--- config.mk ---
export PLATFORM = sky130hd
export DESIGN_NAME = mute_fader
export DESIGN_NICKNAME = d
export VERILOG_FILES = /design/src/rtl/mute_fader_pkg.sv /design/src/rtl/fade_step_ctrl.sv /design/src/rtl/fade_scaler.sv /design/src/rtl/mute_fader.sv
export SDC_FILE = /design/constraint.sdc
export NUM_CORES = 1
export LEC_CHECK = 0
export ABC_AREA = 1
export BUFFER_PORTS_ARGS = -buffer_cell sky130_fd_sc_hd__buf_2
export CAP_MARGIN = 25
export CORE_MARGIN = 5
export CORE_UTILIZATION = 70
export CTS_CLUSTER_DIAMETER = 50
export DETAILED_ROUTE_END_ITERATION = 8
export PLACE_DENSITY = 0.92
export SETUP_SLACK_MARGIN = 0.05
export SLEW_MARGIN = 20
export SYNTH_ARGS = -nofsm -noshare
export SYNTH_HDL_FRONTEND = slang
export SYNTH_SLANG_ARGS = --single-unit
--- constraint.sdc ---
create_clock -name clk -period 16.62 [get_ports clk]
set_input_delay 1.662 -clock clk [delete_from_list [all_inputs] [get_ports clk]]
set_output_delay 1.662 -clock clk [all_outputs]
set_load 0.01 [all_outputs]
--- src/rtl/mute_fader_pkg.sv ---
package mute_fader_pkg;

  // Direction decided for the gain counter in the current cycle
  typedef enum logic [1:0] {
    STEP_HOLD = 2'd0,
    STEP_DOWN = 2'd1,
    STEP_UP   = 2'd2
  } step_dir_e;

endpackage

--- src/rtl/fade_step_ctrl.sv ---
module fade_step_ctrl
  import mute_fader_pkg::*;
#(
  parameter int unsigned STEP_LOG2 = 10
) (
  input  logic                 clk,
  input  logic                 rst_n,
  input  logic                 mute_req,
  input  logic                 frame_tick,
  output logic [STEP_LOG2:0]   gain,
  output logic                 at_zero
);

  localparam logic [STEP_LOG2:0] FULL_GAIN = {1'b1, {STEP_LOG2{1'b0}}};
  localparam logic [STEP_LOG2:0] ONE_STEP  = {{STEP_LOG2{1'b0}}, 1'b1};

  logic [STEP_LOG2:0] gain_q;
  logic               at_full;
  step_dir_e          dir;

  // Named events, brought out for the assertions
  logic step_dn;
  logic step_up;

  assign at_zero = (gain_q == '0);
  assign at_full = (gain_q == FULL_GAIN);

  // The request only counts on a frame tick; the ends saturate
  always_comb begin
    dir = STEP_HOLD;
    if (frame_tick) begin
      if (mute_req && !at_zero)      dir = STEP_DOWN;
      else if (!mute_req && !at_full) dir = STEP_UP;
    end
  end

  assign step_dn = (dir == STEP_DOWN);
  assign step_up = (dir == STEP_UP);

  always_ff @(posedge clk or negedge rst_n) begin
    if (!rst_n) begin
      gain_q <= FULL_GAIN;
    end else begin
      case (dir)
        STEP_DOWN: gain_q <= gain_q - ONE_STEP;
        STEP_UP:   gain_q <= gain_q + ONE_STEP;
        default:   gain_q <= gain_q;
      endcase
    end
  end

  assign gain = gain_q;

  // the counter never leaves its range
  a_r3_gain_in_range: assert property (@(posedge clk) disable iff (!rst_n)
    gain_q <= FULL_GAIN);

  // without a tick the gain is frozen
  a_r5_hold_without_tick: assert property (@(posedge clk) disable iff (!rst_n)
    !frame_tick |=> $stable(gain_q));

  // a tick with mute requested lowers the gain by one
  a_r2_fall_one: assert property (@(posedge clk) disable iff (!rst_n)
    frame_tick && mute_req && !at_zero |=> gain_q == $past(gain_q) - ONE_STEP);

  // silence is sticky while mute stays requested
  a_r2_floor: assert property (@(posedge clk) disable iff (!rst_n)
    frame_tick && mute_req && at_zero |=> at_zero);

  // a tick without mute raises the gain by one from any level
  a_r4_rise_one: assert property (@(posedge clk) disable iff (!rst_n)
    frame_tick && !mute_req && !at_full |=> gain_q == $past(gain_q) + ONE_STEP);

  // unity is sticky while mute stays released
  a_r3_ceiling: assert property (@(posedge clk) disable iff (!rst_n)
    frame_tick && !mute_req && at_full |=> gain_q == FULL_GAIN);

  // at most one step is taken per cycle
  a_r2_single_direction: assert property (@(posedge clk) disable iff (!rst_n)
    $onehot0({step_dn, step_up}));

endmodule

--- src/rtl/fade_scaler.sv ---
module fade_scaler #(
  parameter int unsigned DATA_W    = 24,
  parameter int unsigned STEP_LOG2 = 10
) (
  input  logic                     clk,
  input  logic                     rst_n,
  input  logic [STEP_LOG2:0]       gain,
  input  logic signed [DATA_W-1:0] in_sample,
  input  logic                     in_valid,
  output logic signed [DATA_W-1:0] out_sample,
  output logic                     out_valid
);

  // The product of a DATA_W sample and a gain of at most 2^STEP_LOG2 fits here
  localparam int unsigned PW = DATA_W + STEP_LOG2;
  localparam logic [STEP_LOG2:0]   FULL_GAIN  = {1'b1, {STEP_LOG2{1'b0}}};
  localparam logic signed [PW-1:0] ROUND_BIAS = PW'((64'd1 << STEP_LOG2) - 64'd1);

  // Multiply, then divide by 2^STEP_LOG2 with the quotient truncated toward zero
  function automatic logic signed [DATA_W-1:0] scale_toward_zero(
    input logic signed [DATA_W-1:0] s,
    input logic [STEP_LOG2:0]       g
  );
    logic signed [PW-1:0] s_ext;
    logic signed [PW-1:0] g_ext;
    logic signed [PW-1:0] prod;
    logic signed [PW-1:0] biased;
    s_ext  = {{(PW-DATA_W){s[DATA_W-1]}}, s};
    g_ext  = $signed({{(PW-STEP_LOG2-1){1'b0}}, g});
    prod   = s_ext * g_ext;
    biased = prod[PW-1] ? prod + ROUND_BIAS : prod;
    return biased[PW-1:STEP_LOG2];
  endfunction

  logic signed [DATA_W-1:0] scaled;
  assign scaled = scale_toward_zero(in_sample, gain);

  always_ff @(posedge clk or negedge rst_n) begin
    if (!rst_n) begin
      out_sample <= '0;
      out_valid  <= 1'b0;
    end else begin
      out_valid <= in_valid;
      if (in_valid) out_sample <= scaled;
    end
  end

  // every accepted sample yields one output a cycle later
  a_r6_valid_follows: assert property (@(posedge clk) disable iff (!rst_n)
    in_valid |=> out_valid);

  // without input the output is idle and holds its value
  a_r9_idle_hold: assert property (@(posedge clk) disable iff (!rst_n)
    !in_valid |=> !out_valid && $stable(out_sample));

  // unity gain is an exact pass-through
  a_r7_unity_pass: assert property (@(posedge clk) disable iff (!rst_n)
    in_valid && gain == FULL_GAIN |=> out_sample == $past(in_sample));

  // zero gain gives exact silence
  a_r7_zero_silent: assert property (@(posedge clk) disable iff (!rst_n)
    in_valid && gain == '0 |=> out_sample == '0);

  // truncation toward zero never flips the sign
  a_r6_sign_kept: assert property (@(posedge clk) disable iff (!rst_n)
    in_valid && !in_sample[DATA_W-1] |=> !out_sample[DATA_W-1]);

endmodule

--- src/rtl/mute_fader.sv ---
module mute_fader #(
  parameter int unsigned DATA_W    = 24,
  parameter int unsigned STEP_LOG2 = 10
) (
  input  logic                     clk,
  input  logic                     rst_n,
  input  logic                     mute_req,
  input  logic                     frame_tick,
  input  logic signed [DATA_W-1:0] in_sample,
  input  logic                     in_valid,
  output logic signed [DATA_W-1:0] out_sample,
  output logic                     out_valid,
  output logic                     fully_muted
);

  logic [STEP_LOG2:0] gain;
  logic               gain_at_zero;

  fade_step_ctrl #(
    .STEP_LOG2 (STEP_LOG2)
  ) i_step (
    .clk        (clk),
    .rst_n      (rst_n),
    .mute_req   (mute_req),
    .frame_tick (frame_tick),
    .gain       (gain),
    .at_zero    (gain_at_zero)
  );

  fade_scaler #(
    .DATA_W    (DATA_W),
    .STEP_LOG2 (STEP_LOG2)
  ) i_scale (
    .clk        (clk),
    .rst_n      (rst_n),
    .gain       (gain),
    .in_sample  (in_sample),
    .in_valid   (in_valid),
    .out_sample (out_sample),
    .out_valid  (out_valid)
  );

  assign fully_muted = gain_at_zero;

  // silence is only entered by a tick taken with mute requested
  a_r8_rise_on_mute_tick: assert property (@(posedge clk) disable iff (!rst_n)
    $rose(fully_muted) |-> $past(mute_req) && $past(frame_tick));

  // silence is only left by a tick taken with mute released
  a_r8_fall_on_release_tick: assert property (@(posedge clk) disable iff (!rst_n)
    $fell(fully_muted) |-> !$past(mute_req) && $past(frame_tick));

endmodule

==> results_dict.tcl <==
set metrics [dict create \
    drv_cap 0 \
    first_pass_iters 6 \
    critical_path_required_ns 16.79 \
    cp-end-kind "flop" \
    fin_worst_skew_ns 0.0124 \
    ys_warn_count 0 \
    setup_viol 0 \
    tns_ns 0 \
    die-area_um2 20700 \
    worstMarginPinSlew_ns 0.811 \
    gp_congestion 0.959 \
    dp_hpwl_um 26300 \
    r2r_cells 27 \
    rsz0062_at_grt "no" \
    initialDrtViolationCount 845 \
    syn_to_final_growth_pct 4.63 \
    antenna_found_initial 0 \
    start_util 0.705 \
    max-slew-margin-rel 0.459 \
    cts_sinks 36 \
    die_x_um 144 \
    synthArstFlopShare 1.00 \
    core-area_um2 17800 \
    slew_violations 0 \
    antennaDiodeCount 0 \
    synth_top_area_share 0.361 \
    drc 0 \
    synth.avg_cell_area_um2 7.06 \
    hp-class "flop to flop" \
    fmax_mhz 146 \
    hold_buffers 0 \
    gr-usage-all-layers 0.321 \
    path_class "input port to flop" \
    outcome "completed" \
    cts_tree "built" \
    fp-row-count 49 \
    wirelength_um 31600 \
    synth.distinct_cells 43 \
    die_h_um 144 \
    wl_per_cell_um 15.7 \
    portBuffers 54 \
    synth.largest_area_cell "fa_1" \
    crit_path_top_delay_cell "fa_1" \
    rrSetupSlack_ns 10.41 \
    cts_buffers 5 \
    layout-drive-gt1-share 0.0724 \
    critPathLaunchType "input port" \
    post_cts_resized 0 \
    syn_area_um2 12500 \
    cp_max_fo 11 \
    vias 11213 \
    reg2reg_from "i_step.gain[3]" \
    critPathMaxStageDelay_ns 0.78 \
    netlist_instances 1774 \
    fin_nets 2118 \
    hold_viol 0 \
    startpoint "in_sample[23]" \
    path_clk_slew_ns 0.06 \
    synth_flop_cell "dfrtp_1" \
    synth_seq_cells 36 \
    yosysSeqAreaShare 0.0720 \
    ant_nets 0 \
    ioPinCount 55 \
    min_period_over_period 0.413 \
    reg2reg_to "i_scale.out_sample[22]" \
    clock_path_buffers 2 \
    period_minus_slack_ns 6.86 \
    min_from "i_scale.out_sample[18]" \
    cts.htree.levels 2 \
    grt_pass1_wl_um 53500 \
    syn-num-nets 2112 \
    crit_arrival_ns 7.02 \
    synth-edff-count 0 \
    netlist_top_cells_area "fa_1 36%, nand2_1 17%, inv_1 14%" \
    first_global_vias 12018 \
    cts_setup_buffers 0 \
    cts_root_buffer "clkbuf_16" \
    endpoint "i_scale.out_sample[17]" \
    grt_max_degree 37 \
    viasPerCell 5.58 \
    clock_latency_ns 0.29 \
    overflow 0 \
]
==> layer usage <==
layer / GRT usage / wire [um]
met5: 0 / 0
met4: 0.162 / 1700
met3: 0.0356 / 2360
met2: 0.579 / 16100
met1: 0.379 / 11400
==> cell usage after synthesis (2+ instances only) <==
cell / n
nand3b_1: 6
xor2_2: 3
fa_1: 226
o21ai_0: 24
nor4_1: 4
inv_2: 9
nand2_1: 558
nor3_2: 2
ha_1: 83
xor2_1: 13
dfrtp_1: 35
a31oi_1: 6
inv_1: 469
o31ai_1: 2
buf_6: 2
xnor2_1: 9
clkbuf_1: 56
nor2_4: 4
nand3_2: 7
nor3_1: 10
buf_1: 2
nand2_2: 15
a21oi_1: 35
nand4_1: 23
or2_1: 2
nor2_1: 64
nor2_2: 13
buf_2: 2
nand3_1: 69
o21bai_1: 7
and2_1: 2
==> worst min-delay path by stage <==
stage / end / slack (ns) / cells after the start
after floorplan: i_scale.out_sample[20] / 0.52 / 2
after global placement: i_scale.out_sample[7] / 0.46 / 2
after detailed placement: i_scale.out_sample[7] / 0.46 / 2
after CTS: i_scale.out_sample[18] / 0.48 / 2
after global routing: i_scale.out_sample[12] / 0.50 / 2
final: i_scale.out_sample[18] / 0.48 / 2
==> metrics by stage <==
stage	hold WS [ns]	instances	instance area [um2]	utilization	setup WS, ns
6_report	0.476	2010	13100	0.737	9.76
5_1_grt	0.496	2010	13100	0.737	9.40
4_1_cts	0.477	2009	13100	0.735	9.81
3_5_place_dp	0.461	2001	12900	0.727	9.52
3_3_place_gp	0.460	1997	12800	0.722	9.64
2_1_floorplan	0.515	1774	12500	-	10.06
==> area by class of cell <==
class	count	area, um2
Multi-Input combinational cell	1195	9550
Timing Repair Buffer	63	413
Clock buffer	6	139
Tap cell	229	287
Clock inverter	2	13.8
Fill cell	1346	4670
Sequential cell	36	903
Inverter	479	1800
==> cells in the final DEF (no fill, tap or decap), types with 3 or more instances in the layout <==
master     synthesis  layout
a31oi_1            6       6
ha_1              83      83
buf_16             0       3
nand2_2           15      15
nand3_2            7       7
buf_4              0       4
nand4_1           23      23
buf_2              2      54
clkbuf_16          0       5
nor2_1            64      64
nor2_4             4       4
nand2_1          558     558
xor2_1            13      13
o21bai_1           7       7
o21ai_0           24      24
nand3b_1           6       6
a21oi_1           35      35
nor4_1             4       4
xnor2_1            9       9
nor3_1            10      10
nand3_1           69      69
dfrtp_1           35      34
inv_2              9       9
xor2_2             3       3
nor2_2            13      13
fa_1             226     226
inv_1            469     469
==> worst max-delay path: cells and delay by family <==
kind | cells | cell delay (ns)
buffers and inverters | 7 | 0.78
adders and majority gates | 5 | 2.80
and+or+nand+nor | 13 | 1.79
==> kinds of logic after synthesis <==
kind of cell | synth area share
simple gates | 0.264
fa+ha+maj | 0.444
buf+inv | 0.165
flops | 0.0720
xor+xnor | 0.0193
compound gates | 0.0349
==> state kept, by name, indices dropped and copies added (netlist names) <==
| register | count |
|---|---|
| i_scale.out_sample | 24 |
| i_scale.out_valid | 1 |
| i_step.gain | 11 |
Power is left out: the tool's default activity adds up to more than one toggle a clock period on the data nets, which glitch-free logic cannot reach.
